File: config.mk
export PLATFORM = sky130hd
export DESIGN_NAME = rtc_calendar_core
export DESIGN_NICKNAME = d
export VERILOG_FILES = /design/src/rtl/rtc_pkg.sv /design/src/rtl/rtc_prescaler.sv /design/src/rtl/rtc_timekeeper.sv /design/src/rtl/rtc_alarm.sv /design/src/rtl/rtc_calendar_core.sv
export SDC_FILE = /design/constraint.sdc
export NUM_CORES = 1
export LEC_CHECK = 0
export ABC_AREA = 1
export CORE_MARGIN = 3
export CORE_UTILIZATION = 50
export CTS_CLUSTER_DIAMETER = 60
export DETAILED_ROUTE_END_ITERATION = 12
export DONT_BUFFER_PORTS = 1
export GPL_ROUTABILITY_DRIVEN = 1
export PLACE_DENSITY = 0.76
export SETUP_SLACK_MARGIN = 0.5
export SYNTH_ARGS = -nofsm -noshare
export SYNTH_HDL_FRONTEND = slang
export SYNTH_SLANG_ARGS = --single-unit
export TNS_END_PERCENT = 50
File: constraint.sdc
create_clock -name clk -period 3 [get_ports clk]
set_input_delay 0.45 -clock clk [delete_from_list [all_inputs] [get_ports clk]]
set_output_delay 0.45 -clock clk [all_outputs]
set_load 0.01 [all_outputs]
File: src/rtl/rtc_pkg.sv
`timescale 1ns/1ps
package rtc_pkg;
  localparam int ADDR_W = 4;
  localparam int DATA_W = 8;

  localparam logic [ADDR_W-1:0] A_CTRL  = 4'd0;
  localparam logic [ADDR_W-1:0] A_SEC   = 4'd1;
  localparam logic [ADDR_W-1:0] A_MIN   = 4'd2;
  localparam logic [ADDR_W-1:0] A_HOUR  = 4'd3;
  localparam logic [ADDR_W-1:0] A_WDAY  = 4'd4;
  localparam logic [ADDR_W-1:0] A_DATE  = 4'd5;
  localparam logic [ADDR_W-1:0] A_MONTH = 4'd6;
  localparam logic [ADDR_W-1:0] A_YEAR  = 4'd7;
  localparam logic [ADDR_W-1:0] A_AMIN  = 4'd8;
  localparam logic [ADDR_W-1:0] A_AHOUR = 4'd9;
  localparam logic [ADDR_W-1:0] A_ADATE = 4'd10;
  localparam logic [ADDR_W-1:0] A_AWDAY = 4'd11;

  typedef struct packed {
    logic [7:0] sec;
    logic [7:0] min;
    logic [7:0] hour;
    logic [7:0] wday;
    logic [7:0] date;
    logic [7:0] month;
    logic [7:0] year;
    logic       century;
  } rtc_time_t;

  function automatic logic [7:0] bcd_inc(input logic [7:0] v);
    logic [7:0] r;
    if (v[3:0] == 4'd9) r = {v[7:4] + 4'd1, 4'd0};
    else                r = {v[7:4], v[3:0] + 4'd1};
    return r;
  endfunction

  // Last BCD date of a month; leap test uses 10 == 2 (mod 4)
  function automatic logic [7:0] last_day(input logic [7:0] mon, input logic [7:0] yr);
    logic [5:0] r;
    logic [7:0] d;
    r = {1'b0, yr[7:4], 1'b0} + {2'b00, yr[3:0]};
    case (mon)
      8'h02:                      d = (r[1:0] == 2'b00) ? 8'h29 : 8'h28;
      8'h04, 8'h06, 8'h09, 8'h11: d = 8'h30;
      default:                    d = 8'h31;
    endcase
    return d;
  endfunction
endpackage

File: src/rtl/rtc_prescaler.sv
`timescale 1ns/1ps
module rtc_prescaler #(
  parameter int DIV = 64
) (
  input  logic clk,
  input  logic rst_n,
  input  logic strobe_i,
  input  logic halt_i,
  output logic tick_o
);
  localparam int PW = $clog2(DIV);
  localparam logic [PW-1:0] LAST    = PW'(DIV - 1);
  localparam logic [PW-1:0] FIRE_AT = PW'(DIV / 2 - 1);

  logic [PW-1:0] cnt;

  always_ff @(posedge clk) begin
    if (!rst_n || halt_i) cnt <= '0;
    else if (strobe_i)    cnt <= (cnt == LAST) ? '0 : cnt + 1'b1;
  end

  assign tick_o = strobe_i && !halt_i && (cnt == FIRE_AT);

  a_r5_halt_parks: assert property (@(posedge clk) disable iff (!rst_n)
    halt_i |=> (cnt == '0));
  a_r5_no_tick_halted: assert property (@(posedge clk) disable iff (!rst_n)
    halt_i |-> !tick_o);
  a_r6_hold_without_strobe: assert property (@(posedge clk) disable iff (!rst_n)
    (!strobe_i && !halt_i) |=> $stable(cnt));
endmodule

File: src/rtl/rtc_timekeeper.sv
`timescale 1ns/1ps
module rtc_timekeeper
  import rtc_pkg::*;
(
  input  logic              clk,
  input  logic              rst_n,
  input  logic              tick_i,
  input  logic              osc_fail_i,
  input  logic              wr_en_i,
  input  logic [ADDR_W-1:0] wr_addr_i,
  input  logic [DATA_W-1:0] wr_data_i,
  output rtc_time_t         time_o,
  output logic              osf_o
);
  rtc_time_t t, nxt;
  logic time_wr;
  logic sec_wrap, min_wrap, hour_wrap, date_wrap, mon_wrap, year_wrap;

  assign time_wr = wr_en_i && (wr_addr_i >= A_SEC) && (wr_addr_i <= A_YEAR);

  always_comb begin
    sec_wrap  = (t.sec == 8'h59);
    min_wrap  = sec_wrap && (t.min == 8'h59);
    hour_wrap = min_wrap && (t.hour == 8'h23);
    date_wrap = hour_wrap && (t.date == last_day(t.month, t.year));
    mon_wrap  = date_wrap && (t.month == 8'h12);
    year_wrap = mon_wrap && (t.year == 8'h99);
    nxt = t;
    nxt.sec = sec_wrap ? 8'h00 : bcd_inc(t.sec);
    if (sec_wrap)  nxt.min   = min_wrap ? 8'h00 : bcd_inc(t.min);
    if (min_wrap)  nxt.hour  = hour_wrap ? 8'h00 : bcd_inc(t.hour);
    if (hour_wrap) begin
      nxt.wday = (t.wday == 8'h06) ? 8'h00 : t.wday + 8'h01;
      nxt.date = date_wrap ? 8'h01 : bcd_inc(t.date);
    end
    if (date_wrap) nxt.month = mon_wrap ? 8'h01 : bcd_inc(t.month);
    if (mon_wrap)  nxt.year  = year_wrap ? 8'h00 : bcd_inc(t.year);
    if (year_wrap) nxt.century = ~t.century;
  end

  always_ff @(posedge clk) begin
    if (!rst_n) begin
      t       <= '0;
      t.date  <= 8'h01;
      t.month <= 8'h01;
    end else if (time_wr) begin
      case (wr_addr_i)
        A_SEC:   t.sec  <= wr_data_i & 8'h7f;
        A_MIN:   t.min  <= wr_data_i & 8'h7f;
        A_HOUR:  t.hour <= wr_data_i & 8'h3f;
        A_WDAY:  t.wday <= wr_data_i & 8'h07;
        A_DATE:  t.date <= wr_data_i & 8'h3f;
        A_MONTH: begin
          t.month   <= wr_data_i & 8'h1f;
          t.century <= wr_data_i[7];
        end
        default: t.year <= wr_data_i;
      endcase
    end else if (tick_i) begin
      t <= nxt;
    end
  end

  always_ff @(posedge clk) begin
    if (!rst_n || osc_fail_i)           osf_o <= 1'b1;
    else if (wr_en_i && wr_addr_i == A_SEC) osf_o <= wr_data_i[7];
  end

  assign time_o = t;

  a_r1_sec_wraps: assert property (@(posedge clk) disable iff (!rst_n)
    (tick_i && !time_wr && t.sec == 8'h59) |=> (t.sec == 8'h00));
  a_r4_century_flips: assert property (@(posedge clk) disable iff (!rst_n)
    (tick_i && !time_wr && year_wrap) |=> (t.century != $past(t.century)));
  a_r5_frozen_without_tick: assert property (@(posedge clk) disable iff (!rst_n)
    (!tick_i && !time_wr) |=> $stable(t));
  a_r7_flag_sticky: assert property (@(posedge clk) disable iff (!rst_n)
    (osf_o && !(wr_en_i && wr_addr_i == A_SEC && !wr_data_i[7])) |=> osf_o);
  a_r11_write_wins: assert property (@(posedge clk) disable iff (!rst_n)
    (wr_en_i && wr_addr_i == A_MIN) |=> (t.min == ($past(wr_data_i) & 8'h7f)));
endmodule

File: src/rtl/rtc_alarm.sv
`timescale 1ns/1ps
module rtc_alarm
  import rtc_pkg::*;
(
  input  logic              clk,
  input  logic              rst_n,
  input  logic              wr_en_i,
  input  logic [ADDR_W-1:0] wr_addr_i,
  input  logic [DATA_W-1:0] wr_data_i,
  input  logic [7:0]        min_i,
  input  logic [7:0]        hour_i,
  input  logic [7:0]        date_i,
  input  logic [7:0]        wday_i,
  output logic [7:0]        amin_o,
  output logic [7:0]        ahour_o,
  output logic [7:0]        adate_o,
  output logic [7:0]        awday_o,
  output logic              flag_o
);
  logic [3:0] en, eq;
  logic match, match_q, clr;

  always_ff @(posedge clk) begin
    if (!rst_n) begin
      amin_o  <= 8'h80;
      ahour_o <= 8'h80;
      adate_o <= 8'h80;
      awday_o <= 8'h80;
    end else if (wr_en_i) begin
      case (wr_addr_i)
        A_AMIN:  amin_o  <= wr_data_i;
        A_AHOUR: ahour_o <= wr_data_i & 8'hbf;
        A_ADATE: adate_o <= wr_data_i & 8'hbf;
        A_AWDAY: awday_o <= wr_data_i & 8'h87;
        default: ;
      endcase
    end
  end

  assign en = {~awday_o[7], ~adate_o[7], ~ahour_o[7], ~amin_o[7]};
  assign eq = {({5'd0, awday_o[2:0]} == wday_i),
               ({2'd0, adate_o[5:0]} == date_i),
               ({2'd0, ahour_o[5:0]} == hour_i),
               ({1'b0, amin_o[6:0]}  == min_i)};
  assign match = (|en) && ((eq | ~en) == 4'hf);
  assign clr   = wr_en_i && (wr_addr_i == A_CTRL) && !wr_data_i[2];

  always_ff @(posedge clk) begin
    if (!rst_n) begin
      match_q <= 1'b0;
      flag_o  <= 1'b0;
    end else begin
      match_q <= match;
      if (match && !match_q) flag_o <= 1'b1;
      else if (clr)          flag_o <= 1'b0;
    end
  end

  a_r8_set_on_new_match: assert property (@(posedge clk) disable iff (!rst_n)
    $rose(flag_o) |-> ($past(match) && !$past(match_q)));
  a_r9_flag_sticky: assert property (@(posedge clk) disable iff (!rst_n)
    (flag_o && !clr) |=> flag_o);
  a_r8_none_enabled: assert property (@(posedge clk) disable iff (!rst_n)
    (en == 4'h0 && !flag_o) |=> !flag_o);
endmodule

File: src/rtl/rtc_calendar_core.sv
`timescale 1ns/1ps
module rtc_calendar_core
  import rtc_pkg::*;
#(
  parameter int TICK_DIV = 64
) (
  input  logic              clk,
  input  logic              rst_n,
  input  logic              tick64_i,
  input  logic              osc_fail_i,
  input  logic              wr_en_i,
  input  logic [ADDR_W-1:0] wr_addr_i,
  input  logic [DATA_W-1:0] wr_data_i,
  input  logic [ADDR_W-1:0] rd_addr_i,
  output logic [DATA_W-1:0] rd_data_o,
  output logic              alarm_irq_o
);
  logic      halt, aie, tick, osf, aflag;
  rtc_time_t tm;
  logic [7:0] amin, ahour, adate, awday;

  always_ff @(posedge clk) begin
    if (!rst_n) begin
      halt <= 1'b0;
      aie  <= 1'b0;
    end else if (wr_en_i && wr_addr_i == A_CTRL) begin
      halt <= wr_data_i[0];
      aie  <= wr_data_i[1];
    end
  end

  rtc_prescaler #(.DIV(TICK_DIV)) u_pre (
    .clk(clk), .rst_n(rst_n), .strobe_i(tick64_i), .halt_i(halt), .tick_o(tick)
  );

  rtc_timekeeper u_time (
    .clk(clk), .rst_n(rst_n), .tick_i(tick), .osc_fail_i(osc_fail_i),
    .wr_en_i(wr_en_i), .wr_addr_i(wr_addr_i), .wr_data_i(wr_data_i),
    .time_o(tm), .osf_o(osf)
  );

  rtc_alarm u_alarm (
    .clk(clk), .rst_n(rst_n),
    .wr_en_i(wr_en_i), .wr_addr_i(wr_addr_i), .wr_data_i(wr_data_i),
    .min_i(tm.min), .hour_i(tm.hour), .date_i(tm.date), .wday_i(tm.wday),
    .amin_o(amin), .ahour_o(ahour), .adate_o(adate), .awday_o(awday),
    .flag_o(aflag)
  );

  always_comb begin
    case (rd_addr_i)
      A_CTRL:  rd_data_o = {5'd0, aflag, aie, halt};
      A_SEC:   rd_data_o = {osf, tm.sec[6:0]};
      A_MIN:   rd_data_o = tm.min;
      A_HOUR:  rd_data_o = tm.hour;
      A_WDAY:  rd_data_o = tm.wday;
      A_DATE:  rd_data_o = tm.date;
      A_MONTH: rd_data_o = {tm.century, tm.month[6:0]};
      A_YEAR:  rd_data_o = tm.year;
      A_AMIN:  rd_data_o = amin;
      A_AHOUR: rd_data_o = ahour;
      A_ADATE: rd_data_o = adate;
      A_AWDAY: rd_data_o = awday;
      default: rd_data_o = '0;
    endcase
  end

  assign alarm_irq_o = aflag && aie;

  a_r10_irq_masked: assert property (@(posedge clk) disable iff (!rst_n)
    (wr_en_i && wr_addr_i == A_CTRL && !wr_data_i[1]) |=> !alarm_irq_o);
endmodule

==> results.md, run 1 <==
- Crit-path max FO: 9
- PortBufs: 0
- # IOs: 30
- Largest stage delay, worst path: approximately 0.50 ns
- Compound-gate portion of the synthesized area: 0.2277
- Die area: ~14000 sq um
- Distinct cells, synth: between 40 and 50
- Mux cell area share after synthesis: 0
- GPL Wtd Cong: 1.037
- CTS buffer count: 9
- EDFF count, synth: 0
- Total GRT Usage: 0.2908
- Seq/Total Area, Yosys: 0.3094
- Post-synth top area cell: dfxtp_1
- Final ANT Viol Nets: 0
- Detailed Routing Iterations Pass 1: 6
- Main synth FF type: dfxtp_1
- Post-synthesis xor/xnor area fraction: 0.03600
- Crit Path Class: reg -> reg
- Fin. max-slew vios: 0
- Post-synthesis simple-gate area fraction: 0.2740
- Clk pin slew, worst setup/hold paths: 0.08 ns
- DRC Markers: 0
- GR Layer Usage met3: 0.09845
- Status: finished clean
- Worst path cell trace: ha_1 > nand2_1 > nor2_1 > nand4_1 > nand2_1 > nand3_2 > nor3_1 > nand3_1 > nand2_1 > nor2_1
- Mean Syn Cell Area: around 6.7 sq um
- Commonest non-fill, non-tap cells in the layout: inv_1 (128), nand2_1 (128), nor2_1 (100)
- Max rail drop VDD: 259.1 uV
- Initial antenna violation count: 0
- M2 GR Usage: 0.4272
- Tcrit/Tclk final: 0.7711
- Post-layout net count: approximately 960
- Layout area overhead: 7.488%
- RSZ-0062 raised after global routing: no
- Cell Rows: 39
- First-iteration detailed-routing DRC count: 841
- Main combinational cell family by area after synthesis: simple AND/OR/NAND/NOR gates
- CP Buf/Inv Count: 0
- Setup violators final: 0
- Via/cell ratio: 5.999
- Syn_nets: between 900 and 1000
- GRT met1 Usage: 0.3896
- Worst EP arrival: approximately 2.6 ns
- DP HPWL: between 10 and 15 mm
- Synthesized area: 6082 sq um
- H-tree levels: 3
- Adder-Cell Fraction of Synth Area: 0.05143
- GRT Residual Overflow: 0
- Clock root cell: clkbuf_16
- PnR worst setup slack: just under 0.7 ns
- Critical Path RT: between 3 and 4 ns
- Largest net degree at the start of global routing: 76
- FF-to-FF setup slack: slightly below 0.7 ns
- Async S/R FF share, synth: 0
- WL final: 19.06 mm
- Clock tree buffer depth: 2
- Die width: between 100 and 150 um
- Hold crit path type: in -> reg
- Wire per inst: between 15 and 20 um
- Core box area: 11660 sq um
- Cell count after synthesis: between 900 and 1000
- Most frequent CP cell: nand2_1
- P_leak: 2.796 nW
- Latest clock arrival within the worst-skew pair: about 0.37 ns
- Worst slew pin tran: ~0.68 ns
- Via count: ~6300
- Synth area leaders: dfxtp_1 (31%), nand2_1 (8.0%), inv_1 (7.9%)
- Crit-path leading delay family: simple AND/OR/NAND/NOR gates
- Ys Warns: 0
- Fin crit period: ~2.3 ns
- P per Cell Area: around 430 nW/um^2
- Setup_tns: 0 ns
- Layout cells sized above 1: 0.08306
- First-pass GRT wire length: approximately 30 mm
- Max cap viols: 0
- Fmax: around 430 MHz
- Pre-CTS WS: 0.6296 ns
- Die Ht: 116.3 um
- Worst path slowest cell: dfxtp_1
- Vias in the first global route: approximately 5700
- Crit. End Element: flop
- Clock Skew: between 0.01 and 0.015 ns
- Share of the synthesized area in the top cell type: 0.3094
- CTS Sinks: 94
- Final hold violations: 0
- Seq cells post-synth: 94
- Startpoint class of the critical path: flop
- Worst rel slew slack: 0.5424
- Starting density of the core: 0.5215
- Ant diodes: 0
- CTS tree: done
- Grt peak-use layer: met2
## Yosys cell counts, drive strengths merged, types with 4 or more instances
library cell,count
nand4,14
ha,25
a21oi,82
dfxtp,94
a211oi,5
o22ai,31
nor3,16
clkbuf,9
or2,4
nor2,116
buf,7
nor4,6
nand2,138
o211ai,11
a31oi,9
nor3b,7
xor2,17
nand3,59
xnor2,8
o21ai,94
inv,141
## registers in the layout, indices dropped and copies added (netlist names)
signal,flops
u_alarm.adate_o,7
u_pre.cnt,6
u_time.osf_o,1
u_alarm.match_q,1
u_alarm.awday_o,4
u_alarm.flag_o,1
u_alarm.ahour_o,7
halt,1
u_alarm.amin_o,8
aie,1
u_time.time_o,57
## metal layers
layer  vias to the layer above  wire (um)
met4                         0        814
met1                      2841       7908
li1                       3052          -
met5                         -          0
met2                       378       7919
met3                        76       2414
## path summary, 6_finish.rpt
path                                  start  cells after the start                              to
max reg2reg  u_time.time_o[38]$_SDFFE_PN0P_                     10  u_time.time_o[32]$_SDFFE_PN0P_
max          u_time.time_o[38]$_SDFFE_PN0P_                     10  u_time.time_o[32]$_SDFFE_PN0P_
min reg2reg      u_alarm.match_q$_SDFF_PN0_                      3     u_alarm.flag_o$_SDFFE_PN0P_
min                                tick64_i                      1       u_pre.cnt[1]$_SDFFE_PP0P_
## timing repair
action / 4_1_cts / 5_1_grt
gates resized for setup: 0 / 1
endpoints found under the setup margin: 0 / 5
hold buffers: 0 / 0
setup buffers: 0 / 0
## power breakdown
part	switching [mW]	total, mW	internal [mW]
logic	0.180	0.258	0.0781
registers	0.0316	1.31	1.27
clock network	0.540	1.22	0.680
total	0.752	2.78	2.03
## per-stage QoR
stage	instances	utilization	power, mW	hold slack [ns]	cell area (sq um)
6_report	1058	0.5606	2.784	0.1788	6538
5_1_grt	1058	0.5606	2.882	0.1590	6538
4_1_cts	1058	0.5603	2.784	0.1714	6535
3_5_place_dp	1042	0.5338	1.583	0.4662	6226
3_3_place_gp	1042	0.5338	1.581	0.4521	6226
2_1_floorplan	909	-	1.523	0.4223	6082
## cells by family after synthesis
kind of cell | after synthesis
and+or+nand+nor | 361
AOI/OAI and AO/OA | 245
buffers and inverters | 159
DFF | 94
xor gates and xnor gates | 25
adders and majority gates | 25
## area by class of cell
class	instances	area [sq um]
well taps	143	178.9
multi-input cells	656	3586
repair buffers	6	45.04
flip-flops and latches	94	1882
clock buffers	11	242.7
fillers	1150	5125
clock inverters	5	66.31
inverters	143	536.8
Power figures use the tool's default switching activity.
==> run 2, diff against run 1 <==
clock period = 2.25 ns   (was 3 ns; I/O delays follow)
==> run 2 against run 1 <==
Against the previous run:
- clock skew shrank 0.0033 ns
- die area stayed put
- combinational power grew 72%
- global-route usage increased by 2.6 points
- sequential share of layout area fell by 3.4 points
- sequential cell count is the same
- via count increased by 7.1%
- fmax increased by 16%
- sequential power rose by 33%
- cell area grew 16%
- total power grew 34%
- count of clock-buffer cells in the layout unchanged
- critical endpoint is now u_time.time_o[31]$_SDFFE_PN0P_
- largest power group unchanged
==> results.md, run 2 (synthesis results as in run 1) <==
- Status: finished clean
- Switching share of power: 0.2840 (+0.01385)
- Largest net degree at the start of global routing: 76 (unchanged)
- DRC Markers: 0 (unchanged)
- Worst path slowest cell: dfxtp_4
- Hold crit path type: in -> reg
- Fmax: 502.1 MHz (+16%)
- NetSw: 1.058 mW (+41%)
- Fin cells: 1116 (+5.5%)
- Flop pwr share: 0.466 (-0.003)
- Wire per inst: 19.56 um (+8.6%)
- Startpoint class of the critical path: flop
- Internal: 2.667 mW (+31%)
- DP HPWL: 14.72 mm (+0.61%)
- Initial antenna violation count: 0 (unchanged)
- Via/cell ratio: 6.091 (+1.5%)
- FF-to-FF setup slack: 0.26 ns (-0.43 ns)
- Tcrit/Tclk final: 0.8852 (+0.1141)
- Crit-path max FO: 5 (-4)
- WL final: 21.83 mm (+15%)
- GRT Residual Overflow: 0 (unchanged)
- Crit Path Class: reg -> reg
- Clock Power Share: 0.415 (-0.023)
- Via count: 6798 (+7.1%)
- Final ANT Viol Nets: 0 (unchanged)
- Latest clock arrival within the worst-skew pair: 0.36 ns (about the same)
- Hold WS: 0.05484 ns (-0.1240 ns)
- Final hold violations: 0 (unchanged)
- Commonest non-fill, non-tap cell in the layout: inv_1
- Total GRT Usage: 0.3173 (+0.02648)
- Ant diodes: 0 (unchanged)
- Die width: 116.3 um (unchanged)
- RSZ-0062 raised after global routing: yes
- Die area: 13520 sq um (unchanged)
- PortBufs: 0 (unchanged)
- Critical Path RT: 2.49 ns (-0.77 ns)
- Finished Cell Area: 7601 sq um (+16%)
- Post-layout net count: 1014 (+6.1%)
- First-iteration detailed-routing DRC count: 726 (-14%)
- CTS Sinks: 94 (unchanged)
- Crit. End Element: flop
- Worst rel slew slack: 0.3163 (-0.2261)
- Clock root cell: clkbuf_16
- Fin. max-slew vios: 0 (unchanged)
- First-pass GRT wire length: 33.36 mm (+11%)
- Largest stage delay, worst path: 0.36 ns (-0.14 ns)
- Clock Skew: 0.01101 ns (-0.003348 ns)
- Placed cells: 1056 (+1.3%)
- Combinational group share of total power: 0.120 (+0.027)
- Vias in the first global route: 6358 (+11%)
- Worst slew pin tran: 1.022 ns (+0.3379 ns)
- CTS tree: done
- CTS buffer count: 9 (unchanged)
- Detailed Routing Iterations Pass 1: 6 (unchanged)
- P per Cell Area: 490.1 nW/um^2 (+15%)
- Clock tree buffer depth: 2 (unchanged)
- Placed cell areas: 6336 sq um (+1.8%)
- Starting density of the core: 0.5215 (unchanged)
- Fin crit period: 1.992 ns (-0.3215 ns)
- Die Ht: 116.3 um (unchanged)
- Max cap viols: 0 (unchanged)
- Cell Rows: 39 (unchanged)
- Worst EP arrival: 2.23 ns (-0.34 ns)
- Clk pin slew, worst setup/hold paths: 0.07 ns (about the same)
- End-of-flow core utilization: 0.6518 (+0.09119)
- Worst path cell trace: inv_4 > ha_4 > nand2_4 > nor2_4 > buf_6 > nand4_1 > nand2_2 > nand3_4 > nor3_4 > nand2_1 > o21ai_1 > a21oi_1
- P_leak: 3.204 nW (+15%)
- H-tree levels: 3 (unchanged)
- Layout area overhead: 24.97%
- Max reg flops: 57 (unchanged)
- Commonest non-fill, non-tap cells in the layout: inv_1 (113), nand2_1 (108), nor2_1 (87)
- Setup violators final: 0 (unchanged)
- Core box area: 11660 sq um (unchanged)
- Layout cells sized above 1: 0.2549 (+0.1718)
- Max rail drop VDD: 334.3 uV (+29%)
- # IOs: 30 (unchanged)
- Setup_tns: 0 ns (unchanged)
- GPL Wtd Cong: 1.002 (-3.4%)
-- run 2: cell types whose count changed in the layout (fill, tap and decap cells not counted), moves of 12 or more --
cell	previous run	this run
dfxtp_2	0	16
dfxtp_1	94	71
buf_4	6	53
nand2_2	8	20
inv_1	128	113
nor2_4	2	14
nor2_1	100	87
nand2_1	128	108
-- run 2: per-stage QoR --
stage	setup slack, ns	power (mW)
2_1_floorplan	0.4956	2.032
3_3_place_gp	0.07570	2.121
3_5_place_dp	-0.01155	2.125
4_1_cts	0.3225	3.685
5_1_grt	0.1371	3.845
6_report	0.2583	3.725
-- run 2: power by group through the flow --
stage	combinational [mW]	sequential, mW	clock, mW
floorplan	0.269	1.76	0
global route	0.484	1.74	1.62
global placement	0.347	1.77	0
finish	0.445	1.74	1.54
CTS	0.391	1.73	1.56
detailed placement	0.351	1.77	0
-- run 2: critical path, delay by kind of cell (launching register included) --
family          cells  cell delay [ns]
simple gates        7             1.03
buf+inv             2             0.17
flops               1             0.36
fa+ha+maj           1             0.14
compound gates      2             0.17
-- run 2: repair_timing --
item / CTS / global route
hold buffers: 0 / 0
gates resized for setup: 102 / 82
pin swaps: 27 / 33
setup buffers: 26 / 16
cloned: 1 / 1
endpoints found under the setup margin: 64 / 67
-- run 2: layer usage --
| metal | global-route usage | wire length (um) | vias to the layer above |
|---|---|---|---|
| met5 | 0 | 0 | - |
| met4 | 0.1740 | 1398 | 0 |
| met3 | 0.08964 | 2306 | 113 |
| met2 | 0.4832 | 9392 | 428 |
| met1 | 0.4048 | 8733 | 3075 |
| li1 | - | - | 3182 |
-- run 2: worst paths after layout --
kind / startpoint / to / cells after the start
hold reg to reg: u_alarm.match_q$_SDFF_PN0_ / u_alarm.flag_o$_SDFFE_PN0P_ / 3
hold / removal: tick64_i / u_pre.cnt[1]$_SDFFE_PP0P_ / 1
setup reg to reg: u_time.time_o[46]$_SDFFE_PN0P_ / u_time.time_o[31]$_SDFFE_PN0P_ / 12
setup / recovery: u_time.time_o[46]$_SDFFE_PN0P_ / u_time.time_o[31]$_SDFFE_PN0P_ / 12
-- run 2: area by class of cell --
| cell class | count | area (sq um) |
|---|---|---|
| Clock buffer | 11 | 252.7 |
| Sequential cell | 94 | 1928 |
| Tap cell | 143 | 178.9 |
| Multi-Input combinational cell | 658 | 4130 |
| Fill cell | 981 | 4061 |
| Inverter | 143 | 561.8 |
| Clock inverter | 5 | 41.29 |
| Timing Repair Buffer | 62 | 508.0 |
==> run 3, diff against run 2 <==
==> constraint.sdc (replaced) <==
create_clock -name clk -period 2.25 [get_ports clk]
set_input_delay 0.45 -clock clk [delete_from_list [all_inputs] [get_ports clk]]
set_output_delay 0.45 -clock clk [all_outputs]
set_load 0.01 [all_outputs]
==> run 3 against run 2 <==
Against the previous run:
- clock skew increased by 0.0026 ns
- worst hold slack better by 0.11 ns
- sequential power barely moved
- count of clock-buffer cells in the layout stayed put
- final cell count is 2.9% higher
- total power rose by 3.5%
- via count increased by 6.3%
- cell area is 6.8% higher
- sequential share of layout area decreased by 1.5 points
- largest power group unchanged
- highest routed layer unchanged
==> results.md, run 3 (synthesis results as in run 1) <==
- Post-layout net count: 1047 (+3.3%)
- Latest clock arrival within the worst-skew pair: 0.37 ns (about the same)
- CTS buffer count: 9 (unchanged)
- WL final: 22.94 mm (+5.1%)
- Total power draw: 3.856 mW (+3.5%)
- Worst slew pin tran: 0.8268 ns (-0.1950 ns)
- Max reg flops: 57 (unchanged)
- CTS tree: done
- Clk pin slew, worst setup/hold paths: 0.06 ns (about the same)
- Largest net degree at the start of global routing: 76 (unchanged)
- Worst path slowest cell: o22ai_1
- Via count: 7224 (+6.3%)
- Detailed Routing Iterations Pass 1: 6 (unchanged)
- DRC Markers: 0 (unchanged)
- Worst EP arrival: 1.54 ns (-0.69 ns)
- Worst path cell trace: inv_1 > nor2_4 > buf_4 > nand2_4 > o22ai_1 > nor2_1 > nand3_1
- Die area: 13520 sq um (unchanged)
- Fin. max-slew vios: 0 (unchanged)
- P_leak: 3.458 nW (+7.9%)
- Fmax: 503.1 MHz (+0.20%)
- Status: finished clean
- Initial antenna violation count: 0 (unchanged)
- # hold bufs at CTS: 0 (unchanged)
- Worst rel slew slack: 0.4468 (+0.1305)
- Worst reg2reg path endpoint: u_time.time_o[31]$_SDFFE_PN0P_
- Worst Hold Endpoint: u_pre.cnt[1]$_SDFFE_PP0P_
- Commonest non-fill, non-tap cells in the layout: nand2_1 (102), inv_1 (99), nor2_1 (78)
- Clock Skew: 0.01360 ns (+0.002593 ns)
- Multi-input gate area: 4303 sq um (+4.2%)
- DP HPWL: 14.68 mm (-0.31%)
- Min-delay src: tick64_i
- Final ANT Viol Nets: 0 (unchanged)
- Worst Hold Depth: 1 (unchanged)
- Starting density of the core: 0.5215 (unchanged)
- Worst R2R Start: u_time.time_o[50]$_SDFFE_PN0P_
- First-iteration detailed-routing DRC count: 788 (+8.5%)
- CTS Sinks: 94 (unchanged)
- GR Layer Usage met3: 0.08860 (-0.001036)
- M2 GR Usage: 0.5206 (+0.03738)
- Ant diodes: 0 (unchanged)
- Setup_tns: 0 ns (unchanged)
- H-tree levels: 3 (unchanged)
- Clock root cell: clkbuf_16
- Startpoint class of the critical path: primary input
- # IOs: 30 (unchanged)
- GPL Wtd Cong: 1.021 (+2.0%)
- Final hold violations: 0 (unchanged)
- Vias in the first global route: 6654 (+4.7%)
- R2r worst-path depth: 12 (unchanged)
- Crit. End Element: output port
- PnR worst setup slack: 0.2622 ns (+0.003968 ns)
- Die Ht: 116.3 um (unchanged)
- Crit-path leading delay family: simple AND/OR/NAND/NOR gates
- Cell Rows: 39 (unchanged)
- PortBufs: 0 (unchanged)
- Tcrit/Tclk final: 0.8835 (-0.001764)
- GRT Residual Overflow: 0 (unchanged)
- Crit-path max FO: 7 (+2)
- Critical Path RT: 1.80 ns (-0.69 ns)
- FF/Latch Area: 1934 sq um (+0.32%)
- Hold crit path type: in -> reg
- Pre-CTS WS: 0.1061 ns (+0.1177 ns)
- Core box area: 11660 sq um (unchanged)
- FF-to-FF setup slack: 0.27 ns (about the same)
- Die width: 116.3 um (unchanged)
- Setup violators final: 0 (unchanged)
- Layout area overhead: 33.45%
- P per Cell Area: 475.1 nW/um^2 (-3.1%)
- Grt peak-use layer: met2
- Wire per inst: 19.98 um (+2.1%)
- Total GRT Usage: 0.3258 (+0.008532)
- Crit Path Class: in -> out
- First-pass GRT wire length: 34.11 mm (+2.2%)
- Fin crit period: 1.988 ns (-0.003968 ns)
- Clock tree buffer depth: 2 (unchanged)
- Max cap viols: 0 (unchanged)
- Commonest non-fill, non-tap cell in the layout: nand2_1
- Largest stage delay, worst path: 0.30 ns (-0.06 ns)
- Via/cell ratio: 6.293 (+3.3%)
- RSZ-0062 raised after global routing: yes
- Fillcell total: 879 (-10%)
- Max rail drop VDD: 476.4 uV (+42%)
- CP Buf/Inv Count: 2 (unchanged)
- Layout cells sized above 1: 0.3214 (+0.06651)
- GRT met1 Usage: 0.3953 (-0.009489)
[run 3: repair_timing]
| item | CTS | global route |
|---|---|---|
| pin swaps | 69 | 32 |
| setup buffers | 55 | 11 |
| hold endpoints to repair | 0 | 0 |
| cloned | 2 | 0 |
| endpoints found under the setup margin | 62 | 70 |
| gates resized for setup | 196 | 67 |
[run 3: area by class of cell]
type / count / share of cell area
Multi-Input combinational cell: 658 / 0.5301
Inverter: 143 / 0.06952
Clock inverter: 4 / 0.006783
Timing Repair Buffer: 95 / 0.1021
Clock buffer: 11 / 0.03114
Sequential cell: 94 / 0.2383
Tap cell: 143 / 0.02204
[run 3: metal layers]
layer / wire, um / part of all wire / up-vias
met5: 0 / 0 / -
met4: 1458 / 0.064 / 0
li1: - / - / 3255
met1: 8544 / 0.37 / 3356
met2: 10320 / 0.45 / 487
met3: 2609 / 0.11 / 126
[run 3: through the flow]
step,cell area (sq um),util,hold WS (ns),std cells
floorplan,6091,-,0.4223,909
global placement,6404,0.5491,0.4393,1065
detailed placement,6404,0.5491,0.4453,1065
CTS,7819,0.6704,0.1578,1137
global route,8117,0.6960,0.1531,1148
finish,8117,0.6960,0.1603,1148
[run 3: how the worst max path moves through the flow]
stage                                        start                              to  slack (ns)  cells past startpoint
finish                                rd_addr_i[1]                    rd_data_o[4]        0.26                      7
global route        u_time.time_o[48]$_SDFFE_PN0P_  u_time.time_o[10]$_SDFFE_PN0P_        0.14                     14
CTS                                   rd_addr_i[1]                    rd_data_o[6]        0.33                      6
detailed placement  u_time.time_o[50]$_SDFFE_PN0P_   u_time.time_o[6]$_SDFFE_PN0P_        0.11                     14
global placement                      rd_addr_i[3]                    rd_data_o[5]        0.15                      5
floorplan                             rd_addr_i[3]                    rd_data_o[0]        0.49                      7
[run 3: power by group]
group	switching, mW	total [mW]	leakage, nW	internal [mW]
Clock	0.712	1.63	0.148	0.922
Sequential	0.0427	1.74	0.776	1.70
Combinational	0.308	0.484	2.53	0.176
Total	1.06	3.86	3.46	2.79
